===== src/rtl/rtc_cal_pkg.sv =====
package rtc_cal_pkg;

  // Trim word layout: bit 5 chooses direction, bits 4:0 count steps
  typedef struct packed {
    logic       fast;
    logic [4:0] steps;
  } cal_word_t;

  // A step count N trims the first 2N minutes of the cycle
  function automatic logic minute_in_window(int unsigned minute, logic [4:0] steps);
    return minute < (2 * 32'(steps));
  endfunction

  // Oscillator cycles in one second after any trim
  function automatic int unsigned second_length(int unsigned nominal,
                                                int unsigned shorten,
                                                int unsigned lengthen,
                                                logic        trim_fast,
                                                logic        trim_slow);
    if (trim_fast) return nominal - shorten;
    if (trim_slow) return nominal + lengthen;
    return nominal;
  endfunction

endpackage


===== src/rtl/rtc_cal_sec_div.sv =====
module rtc_cal_sec_div
  import rtc_cal_pkg::*;
#(
  parameter int unsigned NOMINAL  = 32768,
  parameter int unsigned SHORTEN  = 256,
  parameter int unsigned LENGTHEN = 128
) (
  input  logic clk_osc,
  input  logic rst_n,
  input  logic run,
  input  logic trim_fast,
  input  logic trim_slow,
  output logic sec_first,
  output logic sec_tick
);
  localparam int unsigned LONGEST = NOMINAL + LENGTHEN;
  localparam int unsigned CNT_W   = $clog2(LONGEST);

  logic [CNT_W-1:0] cyc_q;
  logic [CNT_W-1:0] last_idx;

  always_comb last_idx = CNT_W'(second_length(NOMINAL, SHORTEN, LENGTHEN,
                                              trim_fast, trim_slow) - 32'd1);

  assign sec_first = (cyc_q == '0);
  assign sec_tick  = run && (cyc_q == last_idx);

  always_ff @(posedge clk_osc or negedge rst_n) begin
    if (!rst_n)        cyc_q <= '0;
    else if (sec_tick) cyc_q <= '0;
    else if (run)      cyc_q <= cyc_q + 1'b1;
  end


  sec_hold_chk: assert property (@(posedge clk_osc) disable iff (!rst_n)
    !run |=> $stable(cyc_q));


  sec_restart_chk: assert property (@(posedge clk_osc) disable iff (!rst_n)
    sec_tick |=> sec_first);


  sec_bound_chk: assert property (@(posedge clk_osc) disable iff (!rst_n)
    sec_tick |-> ((32'(cyc_q) + 32'd1 >= NOMINAL - SHORTEN) &&
                  (32'(cyc_q) + 32'd1 <= LONGEST)));

endmodule


===== src/rtl/rtc_cal_cycle_ctr.sv =====
module rtc_cal_cycle_ctr
  import rtc_cal_pkg::*;
#(
  parameter int unsigned SEC_PER_MIN   = 60,
  parameter int unsigned MIN_PER_CYCLE = 64
) (
  input  logic      clk_osc,
  input  logic      rst_n,
  input  logic      run,
  input  logic      sec_first,
  input  logic      sec_tick,
  input  cal_word_t cal_in,
  output logic      trim_fast,
  output logic      trim_slow,
  output logic      min_tick
);
  localparam int unsigned SEC_W = $clog2(SEC_PER_MIN);
  localparam int unsigned MIN_W = $clog2(MIN_PER_CYCLE);

  logic [SEC_W-1:0] sec_q;
  logic [MIN_W-1:0] min_q;
  cal_word_t        cal_q;

  logic cal_grab;
  logic last_sec;
  logic cycle_end;
  logic in_window;

  assign cal_grab  = run && sec_first && (sec_q == '0);
  assign last_sec  = (sec_q == SEC_W'(SEC_PER_MIN - 1));
  assign min_tick  = sec_tick && last_sec;
  assign cycle_end = min_tick && (min_q == MIN_W'(MIN_PER_CYCLE - 1));
  assign in_window = (sec_q == '0) && minute_in_window(32'(min_q), cal_q.steps);
  assign trim_fast = in_window &&  cal_q.fast;
  assign trim_slow = in_window && !cal_q.fast;

  always_ff @(posedge clk_osc or negedge rst_n) begin
    if (!rst_n) begin
      sec_q <= '0;
      min_q <= '0;
      cal_q <= '0;
    end else begin
      if (cal_grab) cal_q <= cal_in;
      if (sec_tick) sec_q <= last_sec ? '0 : sec_q + 1'b1;
      if (min_tick) min_q <= cycle_end ? '0 : min_q + 1'b1;
    end
  end


  min_restart_chk: assert property (@(posedge clk_osc) disable iff (!rst_n)
    min_tick |=> (sec_q == '0));


  cycle_wrap_chk: assert property (@(posedge clk_osc) disable iff (!rst_n)
    cycle_end |=> (min_q == '0));


  cal_hold_chk: assert property (@(posedge clk_osc) disable iff (!rst_n)
    !cal_grab |=> $stable(cal_q));

endmodule


===== src/rtl/rtc_cal_ft_gen.sv =====
module rtc_cal_ft_gen #(
  parameter int unsigned HALF_PERIOD = 32
) (
  input  logic clk_osc,
  input  logic rst_n,
  input  logic run,
  input  logic gate_open,
  output logic ft_out
);
  localparam int unsigned CNT_W = (HALF_PERIOD > 1) ? $clog2(HALF_PERIOD) : 1;

  logic [CNT_W-1:0] cnt_q;
  logic             ft_q;
  logic             flip;

  assign flip   = run && (cnt_q == CNT_W'(HALF_PERIOD - 1));
  assign ft_out = gate_open && ft_q;

  always_ff @(posedge clk_osc or negedge rst_n) begin
    if (!rst_n) begin
      cnt_q <= '0;
      ft_q  <= 1'b0;
    end else if (flip) begin
      cnt_q <= '0;
      ft_q  <= ~ft_q;
    end else if (run) begin
      cnt_q <= cnt_q + 1'b1;
    end
  end


  ft_phase_chk: assert property (@(posedge clk_osc) disable iff (!rst_n)
    flip |=> (cnt_q == '0) && (ft_q != $past(ft_q)));

endmodule


===== src/rtl/rtc_cal_prescaler.sv =====
module rtc_cal_prescaler
  import rtc_cal_pkg::*;
#(
  parameter int unsigned CYC_PER_SEC   = 32768,
  parameter int unsigned FAST_TRIM     = 256,
  parameter int unsigned SLOW_TRIM     = 128,
  parameter int unsigned SEC_PER_MIN   = 60,
  parameter int unsigned MIN_PER_CYCLE = 64,
  parameter int unsigned FT_HALF       = 32,
  parameter int unsigned WDOG_W        = 8
) (
  input  logic              clk_osc,
  input  logic              rst_n,
  input  logic              stop_i,
  input  logic [5:0]        cal_i,
  input  logic              ftest_i,
  input  logic              alarm_en_i,
  input  logic              sqw_en_i,
  input  logic [WDOG_W-1:0] wdog_i,
  output logic              sec_tick_o,
  output logic              min_tick_o,
  output logic              ft_o
);
  logic      run;
  logic      gate_open;
  logic      sec_first;
  logic      trim_fast;
  logic      trim_slow;
  cal_word_t cal_w;

  assign run       = !stop_i;
  assign cal_w     = cal_word_t'(cal_i);
  assign gate_open = run && ftest_i && !alarm_en_i && !sqw_en_i && (wdog_i == '0);

  rtc_cal_sec_div #(
    .NOMINAL (CYC_PER_SEC),
    .SHORTEN (FAST_TRIM),
    .LENGTHEN(SLOW_TRIM)
  ) u_sec_div (
    .clk_osc  (clk_osc),
    .rst_n    (rst_n),
    .run      (run),
    .trim_fast(trim_fast),
    .trim_slow(trim_slow),
    .sec_first(sec_first),
    .sec_tick (sec_tick_o)
  );

  rtc_cal_cycle_ctr #(
    .SEC_PER_MIN  (SEC_PER_MIN),
    .MIN_PER_CYCLE(MIN_PER_CYCLE)
  ) u_cycle_ctr (
    .clk_osc  (clk_osc),
    .rst_n    (rst_n),
    .run      (run),
    .sec_first(sec_first),
    .sec_tick (sec_tick_o),
    .cal_in   (cal_w),
    .trim_fast(trim_fast),
    .trim_slow(trim_slow),
    .min_tick (min_tick_o)
  );

  rtc_cal_ft_gen #(
    .HALF_PERIOD(FT_HALF)
  ) u_ft_gen (
    .clk_osc  (clk_osc),
    .rst_n    (rst_n),
    .run      (run),
    .gate_open(gate_open),
    .ft_out   (ft_o)
  );


  stop_quiet_chk: assert property (@(posedge clk_osc) disable iff (!rst_n)
    stop_i |-> (!sec_tick_o && !min_tick_o && !ft_o));


  min_with_sec_chk: assert property (@(posedge clk_osc) disable iff (!rst_n)
    min_tick_o |-> sec_tick_o);

endmodule


===== config.mk =====
export PLATFORM = sky130hd
export DESIGN_NAME = rtc_cal_prescaler
export DESIGN_NICKNAME = d
export VERILOG_FILES = /design/src/rtl/rtc_cal_pkg.sv /design/src/rtl/rtc_cal_sec_div.sv /design/src/rtl/rtc_cal_cycle_ctr.sv /design/src/rtl/rtc_cal_ft_gen.sv /design/src/rtl/rtc_cal_prescaler.sv
export SDC_FILE = /design/constraint.sdc
export NUM_CORES = 1
export LEC_CHECK = 0
export BUFFER_PORTS_ARGS = -buffer_cell sky130_fd_sc_hd__clkbuf_2
export CORE_UTILIZATION = 28
export CTS_CLUSTER_SIZE = 12
export DETAILED_ROUTE_END_ITERATION = 16
export GPL_TIMING_DRIVEN = 0
export MAX_ROUTING_LAYER = met4
export PLACE_DENSITY = 0.46
export SYNTH_ARGS = -nofsm -noshare
export SYNTH_HDL_FRONTEND = slang
export SYNTH_SLANG_ARGS = --single-unit

===== constraint.sdc =====
create_clock -name clk_osc -period 3.1 [get_ports clk_osc]
set_input_delay 0.155 -clock clk_osc [delete_from_list [all_inputs] [get_ports clk_osc]]
set_output_delay 0.155 -clock clk_osc [all_outputs]
set_load 0.02 [all_outputs]

* Word-level counts from Yosys, hierarchy flattened
Cells that the tools add are included.
Cells by class: equal/unequal tests 6, add/subtract/negate cells 5, order comparisons 1, reductions and logical operators 21, mux-type cells 13, bitwise gates (word level) 1
Operators by type and width (count):
- $mux 16 | 5
- $add 16x1->16 const B | 1
- $eq 16x16->1 | 1
- $logic_not 16->1 | 1
- $sub 16x1->16 const B | 1
- $mux 15 | 1
- $logic_and 1x1->1 | 14
- $add 6x1->6 const B | 2
- $eq 6x6->1 const B | 2
- $mux 6 | 2
- $mux 5 | 2
- $logic_not 8->1 | 1
- $logic_not 6->1 | 1
- $lt 6x6->1 | 1
- $add 5x1->5 const B | 1
- $eq 5x5->1 const B | 1
- $logic_not 1->1 | 4
- $ne 2x1->1 const B | 2
- $mux 1 | 3
- $not 1->1 | 1
Word-level totals: register bits 40, bits of input ports 20, output and inout bits 3, logic and storage cells 54

* Depth between registers and ports, before layout
Gate-level depths: netlist of run 1.
word-level depth 13, gate-level depth with buffers 9, depth with buffers taken out 8

* By module
A second synthesis of run 1 with hierarchy kept.
Second synthesis, totals: cells, all modules 209, area total of the unflattened synthesis 2227.1 um^2
Modules (own cells, without submodules):
- rtc_cal_cycle_ctr | instances 1, cells each 86, area an instance 970.9 um^2
- rtc_cal_sec_div | instances 1, cells each 91, area an instance 904.6 um^2
- rtc_cal_ft_gen | instances 1, cells each 27, area an instance 320.3 um^2
- rtc_cal_prescaler | instances 1, cells each 5, area an instance 31.3 um^2

* Worst setup path after synthesis of run 1
No wires, ideal clock.
path type reg2reg, from register u_cycle_ctr.min_q[3], to register u_cycle_ctr.min_q[1], buffers on the path 0, stages on the path, launching flop included 8, library setup time 125 ps, setup slack 960 ps, arrival 2015 ps, required time 2975 ps, period minus slack after synthesis 2140 ps, path through dfrtp_1 > ha_1 > a21oi_1 > o21ai_0 > a31oi_2 > mux2i_1 > or3_4 > mux2_4
On the way: word-level cells in the longest chain between the ends 13, elaborated cells between the ends (all ways) 18, those cells by class add/sub: 1; order compare: 1; eq/ne: 2; mux: 8; reduce/logical: 6
RTL lines:
- from (decl) | line rtc_cal_cycle_ctr.sv:21 | logic [MIN_W-1:0] min_q;
- from (signal assigned) | line rtc_cal_cycle_ctr.sv:45 | if (min_tick) min_q <= cycle_end ? '0 : min_q + 1'b1;
- $lt 6x6->1 | line rtc_cal_pkg.sv:11 | return minute < (2 * 32'(steps));
- $logic_and 1x1->1 | line rtc_cal_cycle_ctr.sv:33 | assign in_window = (sec_q == '0) && minute_in_window(32'(min_q), cal_q.steps);
- $logic_and 1x1->1 (on tied branches) | line rtc_cal_cycle_ctr.sv:35, rtc_cal_cycle_ctr.sv:34
- $mux 1 or $mux 15 (tied branches) | line rtc_cal_pkg.sv:21, rtc_cal_pkg.sv:20
- $mux 1 or $mux 16 (tied branches) | line rtc_cal_pkg.sv:21 | if (trim_slow) return nominal + lengthen;
- $mux 16 | line rtc_cal_pkg.sv:22 | return nominal;
- $mux 16 | line rtc_cal_pkg.sv:21
- $sub 16x1->16 | line rtc_cal_sec_div.sv:23 | trim_fast, trim_slow) - 32'd1);
- $eq 16x16->1 | line rtc_cal_sec_div.sv:26 | assign sec_tick = run && (cyc_q == last_idx);
- $logic_and 1x1->1 | line rtc_cal_sec_div.sv:26
- $logic_and 1x1->1 | line rtc_cal_cycle_ctr.sv:31 | assign min_tick = sec_tick && last_sec;
- $logic_and 1x1->1 | line rtc_cal_cycle_ctr.sv:32 | assign cycle_end = min_tick && (min_q == MIN_W'(MIN_PER_CYCLE - 1));
- $mux 6 | line rtc_cal_cycle_ctr.sv:45
Parallel ways exist; a longest one is shown, timed or not. The select of a mux whose other input is x is not followed. A chain may end at the register's enable or synchronous reset.

* Worst setup path after layout of run 1
from register u_cycle_ctr.min_q[3], to output port sec_tick_o
On the way: word-level cells in the longest chain between the ends 10, elaborated cells between the ends (all ways) 14, those cells by class add/sub: 1; order compare: 1; eq/ne: 1; mux: 7; reduce/logical: 4
RTL lines:
- $lt 6x6->1 (*) | line rtc_cal_pkg.sv:11
- $logic_and 1x1->1 (*) | line rtc_cal_cycle_ctr.sv:33
- $logic_and 1x1->1 (on tied branches) | line rtc_cal_cycle_ctr.sv:35, rtc_cal_cycle_ctr.sv:34
- $mux 1 or $mux 15 (tied branches) | line rtc_cal_pkg.sv:21, rtc_cal_pkg.sv:20
- $mux 1 or $mux 16 (tied branches) | line rtc_cal_pkg.sv:21
- $mux 16 | line rtc_cal_pkg.sv:22
- $mux 16 (*) | line rtc_cal_pkg.sv:21
- $sub 16x1->16 (*) | line rtc_cal_sec_div.sv:23
- $eq 16x16->1 (*) | line rtc_cal_sec_div.sv:26
- $logic_and 1x1->1 (*) | line rtc_cal_sec_div.sv:26
- to (decl) | line rtc_cal_prescaler.sv:20 | output logic sec_tick_o,
Every way passes the cells marked *; elsewhere a longest branch is shown, timed or not. The select of a mux whose other input is x is not followed.

==> results.ini, run 1 <==
[worst_setup_path]
cp.arrival_ns=2.62
slowest_delay_ns=0.43
crit_type=reg2out
critPathMaxFanout=10
slowest_stage=dfrtp_1
cp.required_ns=2.94
cp-start-kind=register
cp-end-kind=primary output
path_cells=ha_1 -> a21oi_1 -> o21ai_0 -> a31oi_2 -> mux2i_1 -> nor2_1 -> buf_2 -> clkbuf_2

[global_routing]
grt_pass1_vias=1702
grt_max_degree=41
globalRoute.totalOverflow=0
grt_pass1_wl_mm=7.98
track_usage=0.122
antenna_found_initial=0

[sta]
finalSetupTns_ns=0
skew_ns=0.0110
slew-limit-headroom=0.303
fin_crit_sh=0.896
fin_crit_ns=2.78
rsz0062_at_grt=false
whs_ns=0.0373
setup_violations=0
hold_viol_final=0
layout_setup_ws_ns=0.323
tightest_slew_ns=1.05
drv_slew=0
fmax_mhz=360

[floorplan]
core_region_area_sq_um=7730
die_h_um=91.4
die-area_sq_um=8360
core.rowCount=32
start_util=0.290
ios=23
die_w_um=91.4

[synth]
yosysWarnings=0
ys.flop_type=dfrtp_1
syn-num-nets=265
synth_edf_count=0
ys_async_sr_fraction=1.00
ys_types=42
syn_inst=234
synth_seq_cells=40
syn_area_per_cell_sq_um=9.57
synth.cell_area_sq_um=2240
ys_seq_area_frac=0.447

[routing]
drt_wl_total_mm=4.53
first_pass_iters=4
avgViaCountPerCell=4.62
drc=0
postRouteAntennaNets=0
route.vias.total=1685
drt_iter0_drc=53
wl_per_cell_um=12.4

[power]
internal_power_uw=897
p_sw_uw=327
p_leak_nw=1.19
comb_power_share=0.121
power.clock.fraction=0.354
peakVddDrop_mv=0.261
powerDensity_nw_per_um2=474
swShare=0.267
p_seq_frac=0.525

[placement]
io_buffers=21
dp.cells=357
place_congestion=0.678
pre_cts_slack_ns=0.595
dp.final_hpwl_mm=3.29

[outcome]
outcome=completed

[layout]
fill_cells=815
antennaDiodeCount=0
fin_nets=293
drive_gt1_frac=0.163
final_util=0.334
fin_cells=365
syn_to_final_growth_pct=15.4

[run]
maxCapViolations=0

[clock_network]
post-cts-setup-buffers=0
cts-hold-fix-buffers=0
cts.htree.levels=2
cts_tree=done
cts_num_sinks=40
cts_buffers=5
clk_path_buf_depth=2
clk_latency_ns=0.29
clk_pin_slew_ns=0.09
clock-root-buffer=clkbuf_8
cts_resized=0

[hold_path]
hp-class=in2async

## power by group through the flow
stage	clock network, mW	registers (mW)	logic [mW]
final	0.434	0.642	0.148
after global routing	0.476	0.651	0.176
after CTS	0.456	0.642	0.153
after detailed placement	0	0.651	0.152
after global placement	0	0.652	0.146
after floorplan	0	0.637	0.107
## Yosys cell counts, drive strengths merged, types with 4 or more instances
cell	instances	area, sq um
a21oi	4	20.0
and3	7	43.8
clkbuf	5	18.8
dfrtp	40	1000
ha	11	138
inv	13	48.8
mux2	4	48.8
nand2	28	105
nand2b	8	50.1
nand3	10	55.1
nand4b	4	35.0
nor2	22	82.6
nor3	5	25.0
nor4	6	52.6
o21ai	20	104
or3	5	41.3
xnor2	7	61.3
xor2	10	87.6
## layout by cell type, fill, tap and decap left out, types with 8 or more instances in the layout
master    Yosys  routed
clkbuf_2      0      21
dfrtp_1      40      40
ha_1         11      11
inv_1        13      13
nand2_1      28      28
nand2b_1      8       8
nand3_1       9       9
nor2_1       22      22
o21ai_0      18      18
xor2_1       10      10
## critical path, delay by kind of cell, from the launching register on
kind,cells,cell delay [ns]
AO/OA/AOI/OAI,3,0.52
buffers and inverters,2,0.51
flip-flops,1,0.43
AND/OR/NAND/NOR,1,0.38
adder cells (fa/ha/maj),1,0.30
multiplexers,1,0.19
## through the flow
stage	power (mW)	instance area, sq um
5_1_grt	1.30	2580
6_report	1.22	2580
4_1_cts	1.25	2580
3_3_place_gp	0.798	2470
2_1_floorplan	0.745	2240
3_5_place_dp	0.803	2470
## cell families (layout without fill, tap and decap cells)
logic type	count (synthesis)	count (layout)	synth area share
buffers and inverters	21	50	0.0391
multiplexers	6	6	0.0307
flip-flops	40	40	0.447
adder cells (fa/ha/maj)	11	11	0.0615
AO/OA/AOI/OAI	33	33	0.0973
AND/OR/NAND/NOR	106	106	0.258
XOR/XNOR	17	17	0.0665
## area by class of cell
cell class | count | area [sq um] | share of cell area
Clock inverter | 3 | 42.5 | 0.0165
Timing Repair Buffer | 21 | 105 | 0.0407
Clock buffer | 5 | 68.8 | 0.0266
Buffer | 8 | 38.8 | 0.0150
Multi-Input combinational cell | 173 | 1150 | 0.445
Tap cell | 102 | 128 | 0.0494
Sequential cell | 40 | 1000 | 0.388
Inverter | 13 | 48.8 | 0.0189
## sequential cells by signal, summed over array words and instances, names as in the netlist
signal	cells
u_sec_div.cyc_q	16
u_cycle_ctr.cal_q	6
u_cycle_ctr.min_q	6
u_cycle_ctr.sec_q	6
u_ft_gen.cnt_q	5
u_ft_gen.ft_q	1
## path summary, 6_finish.rpt
kind | from | endpoint | slack, ns | cells past startpoint
setup / recovery | u_cycle_ctr.min_q[3] | sec_tick_o | 0.32 | 8
hold / removal | rst_n | u_sec_div.cyc_q[12] | 0.04 | 1
setup reg to reg | u_cycle_ctr.min_q[3] | u_cycle_ctr.sec_q[1] | 0.76 | 7
hold reg to reg | u_ft_gen.ft_q | u_ft_gen.ft_q | 0.46 | 1
max in group asynchronous | rst_n | u_cycle_ctr.sec_q[0] | 2.42 | 1
min in group clk_osc | cal_i[3] | u_cycle_ctr.cal_q[3] | 0.07 | 3
## layer usage
| metal | GRT usage | routed length [um] |
|---|---|---|
| met5 | - | 0 |
| met4 | 0.0278 | 0 |
| met3 | 0.0251 | 86 |
| met2 | 0.187 | 2090 |
| met1 | 0.165 | 2350 |
No activity file was read; power rests on OpenSTA's default activity.
==> run 2: changes to the inputs <==
- ABC_AREA: not set -> 1
==> run 2 against run 1 <==
Core utilization shrank 0.27 points. Sequential share of layout area shrank 2.6 points. Die area grew 8.7%. Via count grew 21%. Synthesized area grew 8.9%. Critical path depth grew 5. Critical path type unchanged. Largest cell class unchanged. Highest routed layer is now met4.
==> results.ini, run 2 <==
[outcome]
outcome=completed

[synth]
syn-num-nets=342
syn_area_per_cell_sq_um=7.84
ys.flop_type=dfrtp_1
ys_async_sr_fraction=1.00
yosys-top-cells-area=dfrtp_1 41%, nand2_1 9.2%, inv_1 9.1%
yosysWarnings=0
synth_largest_area_cell=dfrtp_1
synth_seq_cells=40
ys_seq_area_frac=0.410
synth_most_common_cell=nand2_1
yosys-top-cells-count=60 x nand2_1, 59 x inv_1, 40 x dfrtp_1
synth_edf_count=0
synth.cell_area_sq_um=2440
syn_inst=311
netlist.area_leader.share=0.410
ys_types=38

[layout]
antennaDiodeCount=0
fin_nets=370
final_util=0.332
syn_to_final_growth_pct=13.4
final_cell_mix=60 x nand2_1, 59 x inv_1, 40 x dfrtp_1
final_cell_area_sq_um=2770
drive_gt1_frac=0.153
final_common_cell=nand2_1
largest_register_ffs=16
top_register=u_sec_div.cyc_q

[sta]
fmax_mhz=392
slew-limit-headroom=0.314
fin_crit_ns=2.55
finalSetupTns_ns=0
tightest_slew_ns=1.03
rsz0062_at_grt=false
setup_violations=0
fin_crit_sh=0.822
hold_viol_final=0
skew_ns=0.00520
drv_slew=0
whs_ns=0.0334

[worst_setup_path]
cp-end-kind=primary output
slowest_stage=dfrtp_1
reg2reg_to=u_cycle_ctr.min_q[3]
crit_type=reg2out
cp.required_ns=2.94
cp-start-kind=register
ff2ff_path_depth=15
rr_startpoint=u_cycle_ctr.min_q[3]
path_cells=ha_1 -> nand2_1 -> inv_1 -> nand2_1 -> nand2_1 -> nand2_1 -> nand3_1 -> nand2_1 -> nand2_1 -> nor2_4 -> nand2_2 -> clkinv_2 -> clkbuf_2
ff2ff_setup_slack_ns=0.88
cp.arrival_ns=2.39
cp_common_cell=nand2_1
crit_family=simple AND/OR/NAND/NOR gates
critPathMaxFanout=7
slowest_delay_ns=0.44
path_buf_inv=3

[floorplan]
die-area_sq_um=9090
die_w_um=95.3
start_util=0.292
die_h_um=95.3
core_region_area_sq_um=8340
core.rowCount=33
ios=23

[clock_network]
cts_buffers=5
cts.htree.levels=2
cts_resized=0
cts_tree=done
post-cts-setup-buffers=0
clk_latency_ns=0.29
clock-root-buffer=clkbuf_8
cts-hold-fix-buffers=0
cts_num_sinks=40
clk_pin_slew_ns=0.08
clk_path_buf_depth=2

[global_routing]
use_met3=0.0255
met1_usage=0.175
track_usage=0.131
grt_max_degree=41
globalRoute.totalOverflow=0
grt_pass1_vias=1877
grt-busiest-layer=met2
use_met2=0.196
antenna_found_initial=0
grt_pass1_wl_mm=8.89

[routing]
wl_per_cell_um=11.9
first_pass_iters=4
avgViaCountPerCell=4.57
drt_wl_total_mm=5.28
postRouteAntennaNets=0
drc=0
route.vias.total=2032
drt_iter0_drc=113

[power]
peakVddDrop_mv=0.253
p_leak_nw=1.42
powerDensity_nw_per_um2=485

[hold_path]
hp-class=in2async

[placement]
io_buffers=21
place_congestion=0.876
dp.final_hpwl_mm=4.04
place_area_sq_um=2680

[run]
maxCapViolations=0

[run 2: metrics by stage]
step	std cells	power (mW)	worst slack (ns)
after floorplan	311	0.904	1.14
final	445	1.34	0.551
after CTS	445	1.36	0.508
after global routing	445	1.43	0.330
after detailed placement	437	0.988	0.845
after global placement	437	0.983	0.857
[run 2: cell families after synthesis]
family,after synthesis,synth area share
AOI/OAI and AO/OA,28,0.0652
xor gates and xnor gates,6,0.0215
adders and majority gates,11,0.0564
buffers and inverters,68,0.114
DFF,40,0.410
muxes,6,0.0277
and+or+nand+nor,152,0.304
[run 2: per-layer routing]
layer	share of wire	vias up
met1	0.51	937
met4	0.016	0
met3	0.025	4
met2	0.45	25
li1	-	1066
met5	0	-
[run 2: how the worst max path moves through the flow]
stage / start / end / slack (ns) / cells past startpoint
5_1_grt: u_cycle_ctr.min_q[3] / min_tick_o / 0.33 / 13
2_1_floorplan: u_cycle_ctr.min_q[5] / u_cycle_ctr.min_q[5] / 1.14 / 12
3_3_place_gp: u_cycle_ctr.min_q[5] / min_tick_o / 0.86 / 10
6_report: u_cycle_ctr.min_q[3] / min_tick_o / 0.55 / 13
4_1_cts: u_cycle_ctr.min_q[3] / min_tick_o / 0.51 / 13
3_5_place_dp: u_cycle_ctr.min_q[5] / min_tick_o / 0.84 / 10
[run 2: layout make-up]
| cell class | instances | area (sq um) |
|---|---|---|
| multi-input combinational | 203 | 1160 |
| inverter | 63 | 240 |
| buffer | 5 | 38.8 |
| tap | 105 | 131 |
| sequential | 40 | 1000 |
| fill | 881 | 5580 |
| clock buffer | 8 | 90.1 |
| timing repair buffer | 21 | 105 |
[run 2: where the power goes]
group          switching, mW  total, mW  internal, mW
Combinational          0.172      0.280         0.108
Clock                  0.181      0.363         0.182
Sequential            0.0870      0.698         0.611
==> run 3: changes to the inputs <==
- clock period: 3.1 -> 2.6 ns (I/O delays scaled with it)
==> run 3 against run 2 <==
Global-route usage unchanged. Core utilization grew 0.53 points. Critical path type unchanged. Clock skew about the same. Highest routed layer unchanged. Design area increased by 1.6%. Clock-buffer cell count stayed put. Total power rose by 19%. Sequential power rose by 19%. Largest power group unchanged. Final cell count increased by 0.90%.
==> results.ini, run 3 (synthesized netlist as in run 2, its figures left out) <==
[outcome]
outcome=completed

[sta]
fin_crit_ns=2.46
whs_ns=0.00732
tightest_slew_ns=1.03
hold_viol_final=0
fin_crit_sh=0.945
setup_violations=0
slew-limit-headroom=0.315
drv_slew=0
layout_setup_ws_ns=0.144
fmax_mhz=407
skew_ns=0.00531
finalSetupTns_ns=0

[power]
powerDensity_nw_per_um2=570
p_leak_nw=1.45
peakVddDrop_mv=0.302

[floorplan]
die_h_um=95.3
start_util=0.292
core_region_area_sq_um=8340
core.rowCount=33
die_w_um=95.3
die-area_sq_um=9090
ios=23

[routing]
drt_iter0_drc=92
drc=0
avgViaCountPerCell=4.57
wl_per_cell_um=11.9
top_layer_used=met4
wl_met3_um=134
route.vias.total=2051
drt-met1-wl_mm=2.74
dr_wl_met2_mm=2.39
first_pass_iters=5
postRouteAntennaNets=0
drt_wl_total_mm=5.34

[global_routing]
grt_max_degree=41
track_usage=0.131
grt_pass1_wl_mm=8.89
grt_pass1_vias=1877
globalRoute.totalOverflow=0
antenna_found_initial=0

[layout]
antennaDiodeCount=0
final_util=0.337
final_common_cell=nand2_1
syn_to_final_growth_pct=15.2
top_register=u_sec_div.cyc_q
fin_nets=374
fin_cells=449
largest_register_ffs=16
final_cell_mix=60 x nand2_1, 59 x inv_1, 40 x dfrtp_1
drive_gt1_frac=0.166

[clock_network]
clk_path_buf_depth=2
cts_buffers=5
clk_pin_slew_ns=0.08
cts.htree.levels=2
clock-root-buffer=clkbuf_8
cts_tree=done
cts_num_sinks=40
clk_latency_ns=0.29

[worst_setup_path]
cp.arrival_ns=2.33
cp-end-kind=primary output
crit_type=reg2out
cp-start-kind=register
critPathMaxFanout=7
cp.required_ns=2.47

[placement]
place_congestion=0.876
dp.final_hpwl_mm=4.04
pre_cts_slack_ns=0.370
dp.cells=437
io_buffers=21

[hold_path]
hp-class=in2async

[run]
maxCapViolations=0

run 3: cell count changes in the layout (fill, tap and decap cells not counted):
| cell | before | now |
|---|---|---|
| buf_4 | 1 | 5 |
| clkinv_2 | 1 | 0 |
| inv_6 | 0 | 1 |
| nand2_2 | 1 | 0 |
| nand2_4 | 0 | 1 |
| nand3_1 | 22 | 21 |
| nand3_2 | 0 | 1 |
run 3: metal layers:
metal / global-route usage / vias up
li1: - / 1072
met1: 0.175 / 949
met2: 0.196 / 26
met3: 0.0255 / 4
met4: 0.0467 / 0
met5: - / -
run 3: critical path: stages, from the launching register on:
cell	delay [ns]
dfrtp_1	0.42
ha_1	0.33
a21o_1	0.18
nor2_2	0.16
nand3_2	0.13
nand2_1	0.08
nand2_1	0.10
nor2_4	0.21
nand2_4	0.13
inv_6	0.12
clkbuf_2	0.17
run 3: cell type report:
cell class / count / area, sq um
sequential: 40 / 1000
buffer: 5 / 38.8
clock buffer: 8 / 90.1
timing repair buffer: 25 / 135
inverter: 63 / 244
tap: 105 / 131
multi-input combinational: 203 / 1170
fill: 879 / 5530
run 3: final timing paths:
check                                     start              endpoint  slack, ns  cells after the start
max in group asynchronous                 rst_n   u_sec_div.cyc_q[14]       1.97                      1
min reg2reg                       u_ft_gen.ft_q         u_ft_gen.ft_q       0.48                      1
min                                       rst_n    u_sec_div.cyc_q[8]      0.007                      1
max reg2reg                u_cycle_ctr.min_q[5]  u_cycle_ctr.sec_q[0]       0.42                     11
min in group clk_osc                   cal_i[2]  u_cycle_ctr.cal_q[2]       0.07                      2
max                        u_cycle_ctr.min_q[5]            min_tick_o       0.14                     10
run 3: per-stage QoR:
stage                     area, sq um  power [mW]
after floorplan                  2440        1.08
after global placement           2680        1.17
after detailed placement         2680        1.18
after CTS                        2770        1.62
after global routing             2810        1.71
final                            2810        1.60
run 3: timing repair:
action                     CTS  global route
hold buffers                 0             0
resized for setup            0             4
setup buffers                0             4
setup endpoints to repair    0             2
run 3: power breakdown:
| part | switching [mW] | leakage [nW] | internal, mW |
|---|---|---|---|
| logic | 0.205 | 0.950 | 0.130 |
| clock network | 0.217 | 0.0455 | 0.217 |
| registers | 0.104 | 0.454 | 0.729 |
